File: src/rtl/clos_pkg.sv
// Shared definitions for the Clos route allocator.
// Assumes: operation codes are one bit wide at the block's ports.
package clos_pkg;

    typedef enum logic {
        ROUTE_CONNECT    = 1'b0,
        ROUTE_DISCONNECT = 1'b1
    } route_op_e;

    // Width of an index into 'count' items, never below one bit.
    function automatic int idx_width(input int count);
        return (count > 1) ? $clog2(count) : 1;
    endfunction

endpackage

File: src/rtl/clos_port_map.sv
// Maps a port index to the outer-stage switch that serves it.
// Assumes: ports are numbered switch by switch, N_PER ports per switch.
// Out-of-range ports give switch 0 and in_range = 0.
module clos_port_map
    import clos_pkg::*;
#(
    parameter int N_PER = 3,
    parameter int M_SW  = 3,
    localparam int N_PORTS = N_PER * M_SW,
    localparam int PW      = idx_width(N_PORTS),
    localparam int SW      = idx_width(M_SW)
) (
    input  logic [PW-1:0] port,
    output logic [SW-1:0] sw,
    output logic          in_range
);

    int quot;

    // Integer divide by the switch width, gated by the range check.
    always_comb begin
        in_range = int'(port) < N_PORTS;
        quot     = int'(port) / N_PER;
        sw       = in_range ? SW'(quot) : '0;
    end

endmodule

File: src/rtl/clos_mid_pick.sv
// Chooses the lowest-numbered middle switch from a vector of candidates.
// Assumes: bit i of 'free' is 1 when middle switch i is usable.
module clos_mid_pick
    import clos_pkg::*;
#(
    parameter int K_MID = 5,
    localparam int MW   = idx_width(K_MID)
) (
    input  logic [K_MID-1:0] free,
    output logic             found,
    output logic [MW-1:0]    idx
);

    // Scan from the top so that the lowest set bit is the last one written.
    always_comb begin
        found = 1'b0;
        idx   = '0;
        for (int i = K_MID - 1; i >= 0; i--) begin
            if (free[i]) begin
                found = 1'b1;
                idx   = MW'(i);
            end
        end
    end

endmodule

File: src/rtl/clos_link_map.sv
// Busy bitmap for the links between one outer stage and the middle stage.
// One row per outer switch, one bit per middle switch.
// Assumes: a set and a clear in the same cycle never target the same bit.
module clos_link_map
    import clos_pkg::*;
#(
    parameter int M_SW  = 3,
    parameter int K_MID = 5,
    localparam int SW   = idx_width(M_SW),
    localparam int MW   = idx_width(K_MID)
) (
    input  logic                  clk,
    input  logic                  rst_n,
    input  logic                  set_en,
    input  logic [SW-1:0]         set_sw,
    input  logic [MW-1:0]         set_mid,
    input  logic                  clr_en,
    input  logic [SW-1:0]         clr_sw,
    input  logic [MW-1:0]         clr_mid,
    input  logic [SW-1:0]         rd_sw,
    output logic [K_MID-1:0]      rd_row,
    output logic [M_SW*K_MID-1:0] busy_flat
);

    logic [K_MID-1:0] row_q [M_SW];

    for (genvar r = 0; r < M_SW; r++) begin : g_row
        // Keep this switch's link bits: clear on release, set on allocation.
        always_ff @(posedge clk) begin
            if (!rst_n) begin
                row_q[r] <= '0;
            end else begin
                if (clr_en && int'(clr_sw) == r) begin
                    row_q[r][clr_mid] <= 1'b0;
                end
                if (set_en && int'(set_sw) == r) begin
                    row_q[r][set_mid] <= 1'b1;
                end
            end
        end
        assign busy_flat[r*K_MID +: K_MID] = row_q[r];
    end

    // Read the row of the requested switch.
    always_comb begin
        rd_row = (int'(rd_sw) < M_SW) ? row_q[rd_sw] : '0;
    end

endmodule

File: src/rtl/clos_route_alloc.sv
// Connection allocator for a three-stage Clos fabric.
// It assigns each new connection the lowest middle switch that is free on
// both the ingress and the egress side, and answers one clock later.
// Assumes: at most one request per cycle; callers supply any rearrangement.
module clos_route_alloc
    import clos_pkg::*;
#(
    parameter int N_PER = 3,
    parameter int M_SW  = 3,
    parameter int K_MID = 5,
    localparam int N_PORTS = N_PER * M_SW,
    localparam int PW      = idx_width(N_PORTS),
    localparam int SW      = idx_width(M_SW),
    localparam int MW      = idx_width(K_MID)
) (
    input  logic          clk,
    input  logic          rst_n,
    input  logic          req_valid,
    input  logic          req_op,
    input  logic [PW-1:0] req_in,
    input  logic [PW-1:0] req_out,
    output logic          rsp_valid,
    output logic          rsp_ok,
    output logic [MW-1:0] rsp_mid,
    output logic          cfg_strict
);

    localparam bit STRICT = (K_MID >= 2 * N_PER - 1);

    route_op_e op;
    logic [SW-1:0] ig_sw, eg_sw, rec_eg_sw;
    logic in_ok, out_ok, rec_ok;
    logic [PW-1:0] in_idx, out_idx;

    logic [N_PORTS-1:0] in_used_q, out_used_q;
    logic [PW-1:0]      rec_out_q [N_PORTS];
    logic [MW-1:0]      rec_mid_q [N_PORTS];
    logic [PW-1:0]      sel_rec_out;
    logic [MW-1:0]      sel_rec_mid;

    logic [K_MID-1:0] up_row, dn_row, both_free;
    logic [M_SW*K_MID-1:0] up_busy_flat, dn_busy_flat;
    logic pick_found;
    logic [MW-1:0] pick_idx;
    logic conn_ok, disc_ok, do_conn, do_disc;

    assign cfg_strict = STRICT;

    clos_port_map #(.N_PER(N_PER), .M_SW(M_SW)) u_in_map (
        .port(req_in), .sw(ig_sw), .in_range(in_ok)
    );
    clos_port_map #(.N_PER(N_PER), .M_SW(M_SW)) u_out_map (
        .port(req_out), .sw(eg_sw), .in_range(out_ok)
    );
    clos_port_map #(.N_PER(N_PER), .M_SW(M_SW)) u_rec_map (
        .port(sel_rec_out), .sw(rec_eg_sw), .in_range(rec_ok)
    );

    // Safe table indices and the recorded path of the addressed input.
    always_comb begin
        op          = route_op_e'(req_op);
        in_idx      = in_ok  ? req_in  : '0;
        out_idx     = out_ok ? req_out : '0;
        sel_rec_out = rec_out_q[in_idx];
        sel_rec_mid = rec_mid_q[in_idx];
    end

    clos_link_map #(.M_SW(M_SW), .K_MID(K_MID)) u_up_links (
        .clk(clk), .rst_n(rst_n),
        .set_en(do_conn), .set_sw(ig_sw), .set_mid(pick_idx),
        .clr_en(do_disc), .clr_sw(ig_sw), .clr_mid(sel_rec_mid),
        .rd_sw(ig_sw), .rd_row(up_row), .busy_flat(up_busy_flat)
    );
    clos_link_map #(.M_SW(M_SW), .K_MID(K_MID)) u_dn_links (
        .clk(clk), .rst_n(rst_n),
        .set_en(do_conn), .set_sw(eg_sw), .set_mid(pick_idx),
        .clr_en(do_disc), .clr_sw(rec_eg_sw), .clr_mid(sel_rec_mid),
        .rd_sw(eg_sw), .rd_row(dn_row), .busy_flat(dn_busy_flat)
    );

    // A middle switch qualifies only when both of its links are idle.
    assign both_free = ~up_row & ~dn_row;

    clos_mid_pick #(.K_MID(K_MID)) u_pick (
        .free(both_free), .found(pick_found), .idx(pick_idx)
    );

    // Decide whether the request in this cycle is carried out.
    always_comb begin
        conn_ok = in_ok && out_ok && !in_used_q[in_idx]
                  && !out_used_q[out_idx] && pick_found;
        disc_ok = in_ok && in_used_q[in_idx] && rec_ok;
        do_conn = req_valid && (op == ROUTE_CONNECT)    && conn_ok;
        do_disc = req_valid && (op == ROUTE_DISCONNECT) && disc_ok;
    end

    // Port-usage flags: claim on connect, release on disconnect.
    always_ff @(posedge clk) begin
        if (!rst_n) begin
            in_used_q  <= '0;
            out_used_q <= '0;
        end else if (do_conn) begin
            in_used_q[in_idx]   <= 1'b1;
            out_used_q[out_idx] <= 1'b1;
        end else if (do_disc) begin
            in_used_q[in_idx]        <= 1'b0;
            out_used_q[sel_rec_out]  <= 1'b0;
        end
    end

    // Path record per input port: output port and middle switch.
    always_ff @(posedge clk) begin
        if (!rst_n) begin
            for (int p = 0; p < N_PORTS; p++) begin
                rec_out_q[p] <= '0;
                rec_mid_q[p] <= '0;
            end
        end else if (do_conn) begin
            rec_out_q[in_idx] <= out_idx;
            rec_mid_q[in_idx] <= pick_idx;
        end
    end

    // Registered response, one clock after the request.
    always_ff @(posedge clk) begin
        if (!rst_n) begin
            rsp_valid <= 1'b0;
            rsp_ok    <= 1'b0;
            rsp_mid   <= '0;
        end else begin
            rsp_valid <= req_valid;
            rsp_ok    <= do_conn || do_disc;
            if (do_conn) begin
                rsp_mid <= pick_idx;
            end else if (do_disc) begin
                rsp_mid <= sel_rec_mid;
            end else begin
                rsp_mid <= '0;
            end
        end
    end

endmodule

File: config.mk
export PLATFORM = sky130hd
export DESIGN_NAME = clos_route_alloc
export DESIGN_NICKNAME = d
export VERILOG_FILES = /design/src/rtl/clos_pkg.sv /design/src/rtl/clos_port_map.sv /design/src/rtl/clos_mid_pick.sv /design/src/rtl/clos_link_map.sv /design/src/rtl/clos_route_alloc.sv
export SDC_FILE = /design/constraint.sdc
export NUM_CORES = 1
export LEC_CHECK = 0
export BUFFER_PORTS_ARGS = -buffer_cell sky130_fd_sc_hd__buf_2
export CAP_MARGIN = 20
export CORE_MARGIN = 1
export CORE_UTILIZATION = 55
export DETAILED_ROUTE_END_ITERATION = 6
export GPL_ROUTABILITY_DRIVEN = 0
export MAX_ROUTING_LAYER = met4
export PLACE_DENSITY_LB_ADDON = 0.05
export SLEW_MARGIN = 40
export SYNTH_ARGS = -nofsm -noshare
export SYNTH_HDL_FRONTEND = slang
export SYNTH_SLANG_ARGS = --single-unit
File: constraint.sdc
create_clock -name clk -period 4.33 [get_ports clk]
set_clock_uncertainty 0.15 [all_clocks]
set_input_delay 0.6495 -clock clk [delete_from_list [all_inputs] [get_ports clk]]
set_output_delay 0.6495 -clock clk [all_outputs]
set_load 0.1 [all_outputs]
==> out/results.ini <==
[routing]
vias=5403
finalWirelength_mm=17.5
first_iter_violations=755
avgViaCountPerCell=6.28
postRouteAntennaNets=0
wl_per_cell_um=20.3
drtPass1Iterations=7
drc=6

[timing]
rsz0062_at_grt=no
slew_headroom=0.447
setup_viol=0
fmax_mhz=243
setup_ws_ns=0.216
hold_viol_final=0
drv_slew=0
tightest_slew_ns=0.821
post-route-min-period_ns=4.11
fin_crit_sh=0.950

[synth]
synth_cell_type_count=80
synth_ff_type=edfxtp_1
syn_avg_cell_area_um2=10.3
yosys_register_bits=116
syn-num-nets=656
synth_cells=635
yosysSeqAreaShare=0.496
yosysWarnings=0
synth_area_um2=6560
async_reset_ff_frac=0
synth_edf_count=93

[final_layout]
drive_gt1_frac=0.258
mostFrequentLayoutCells=nor2_1, edfxtp_1, buf_4, nand2_1, nor3_1
n_fill_cell=893
syn_to_final_growth_pct=18.7
finalNonFillerCells=860
nNetsFinal=725
final_util=0.676
design_area_um2=7780
antenna_cells_inserted=0
final_common_cell=nor2_1

[setup_path]
crit_fanout=12
critPathCaptureType=flip-flop
crit_arrival_ns=4.01
critPathRequiredTime_ns=4.23
slowest_stage=o21ai_1
slowest_delay_ns=0.56
cp_cell_sequence=buf_2, nand2b_1, inv_4, ha_1, buf_4, ha_1, a21oi_1, a311oi_4, a222oi_1, o21ai_1, o32ai_4, o21ai_4, buf_12, buf_4, o21ai_1
worst-setup-path-type=in -> reg
crit_path_start_kind=primary input

[pwr]
power_frac_comb=0.132
swShare=0.261
seqPwrFrac=0.414
p_sw_w=0.000789
ir_drop_v=0.000274
p_int_w=0.00224
pwr-share-clk=0.454
leakage_nw=2.83
p_per_area_nw_per_um2=389

[clocking]
numCtsBuffers=17
cts_tree=done
cts.root.buffer_cell=clkbuf_16
htree_levels=4
numClockSinks=116
cts_buffer_depth=2
clk_latency_ns=0.42
cts_setup_buffers=0
path_clk_slew_ns=0.06
ctsResizeCount=0
cts_hold_buf=0

[run]
drv_cap=0

[floorplanning]
coreArea_um2=11500
ios=18
dieHeight_um=111
die_x_um=111
initial_core_util=0.569
rows=39
die_area_um2=12400

[placed_design]
dpl_cell_area_um2=7190
dp_cells=828
io_buffer_count=16
dp_hpwl_mm=12.9
place_worst_setup_slack_ns=-0.176

[run_status]
violations=DRC
status=complete, but fails checks

[global_routing]
antenna_found_initial=0
first_global_vias=5311
grt_pass1_wl_mm=28.4
grt.total_usage=0.313
grt_start_max_net_pins=29
overflow=0

[hold_path]
hold_class=in -> reg

[metrics by stage]
step	hold slack (ns)	total power, W	setup TNS (ns)
5_1_grt	0.330	0.00312	0
3_5_place_dp	0.326	0.00167	-3.60
6_report	0.312	0.00303	0
3_3_place_gp	0.296	0.00166	-0.845
2_1_floorplan	0.285	0.00152	0
4_1_cts	0.310	0.00303	0
[worst max-delay path, delay by kind of cell]
kind,cells,cell delay (ns)
compound gates,7,2.18
fa+ha+maj,2,0.39
buf+inv,5,0.63
simple gates,1,0.15
[final timing paths]
path                            slack (ns)                endpoint  cells after the start             from
worst max-delay path                  0.22         rec_mid_q[8][2]                     15        req_in[2]
worst min-delay path                  0.31               rsp_valid                      2        req_valid
worst max register to register        0.49  u_dn_links.row_q[1][1]                     13  rec_out_q[3][3]
worst min register to register        0.33           out_used_q[6]                      1    out_used_q[6]
[state kept, by name, summed over array words and instances, names as in the netlist, named ones only]
name and flops:
rsp_valid 1, out_used_q 9, rec_mid_q 27, u_dn_links.row_q 15
rsp_mid 3, u_up_links.row_q 15, rec_out_q 36, rsp_ok 1
[Yosys cell counts, drive strengths merged, types with 3 or more instances]
master | n | area [um2]
mux2 | 4 | 45.0
nand3b | 5 | 37.5
a221oi | 3 | 32.5
a211oi | 7 | 52.6
nand2 | 40 | 158
a221o | 3 | 30.0
o21a | 18 | 135
o221ai | 17 | 155
mux4 | 8 | 180
edfxtp | 93 | 2790
buf | 31 | 210
nor3b | 3 | 27.5
or3 | 5 | 41.3
nor2 | 117 | 449
nor3 | 32 | 160
a22oi | 5 | 42.5
mux2i | 12 | 120
o21ai | 39 | 218
a31oi | 6 | 37.5
a21oi | 15 | 78.8
dfxtp | 23 | 460
and2 | 8 | 50.1
nor2b | 11 | 83.8
clkbuf | 21 | 80.1
ha | 9 | 113
nand3 | 8 | 50.1
o221a | 6 | 67.6
a222oi | 3 | 30.0
nand2b | 11 | 68.8
o211ai | 5 | 42.5
or2 | 9 | 56.3
o31a | 4 | 35.0
inv | 18 | 70.1
nor4 | 3 | 18.8
[power by group through the flow]
stage	registers [W]	logic [W]	clock network [W]
finish	0.00125	0.000399	0.00138
global route	0.00126	0.000432	0.00143
CTS	0.00125	0.000394	0.00139
detailed placement	0.00127	0.000391	0
global placement	0.00127	0.000384	0
floorplan	0.00127	0.000245	0
[final cells by class]
type / count / area, um2 / share of cell area
sequential: 116 / 3250 / 0.418
clock inverter: 14 / 156 / 0.0201
multi-input combinational: 449 / 2950 / 0.380
tap: 143 / 179 / 0.0230
inverter: 18 / 70.1 / 0.00901
clock buffer: 18 / 429 / 0.0552
timing repair buffer: 102 / 738 / 0.0949
[kinds of logic after synthesis]
kind of cell,share of synthesized area
compound gates,0.183
buf+inv,0.0550
flops,0.496
xor+xnor,0.00267
simple gates,0.192
fa+ha+maj,0.0172
mux,0.0527
other cells,0.000572
[layer usage]
layer  GRT usage  vias to the layer above  share of wire
li1            -                     2497              -
met4       0.130                        0          0.028
met2       0.462                      274           0.45
met3      0.0711                       40          0.093
met5           -                        -              0
met1       0.418                     2592           0.43
Power figures use the tool's default switching activity.
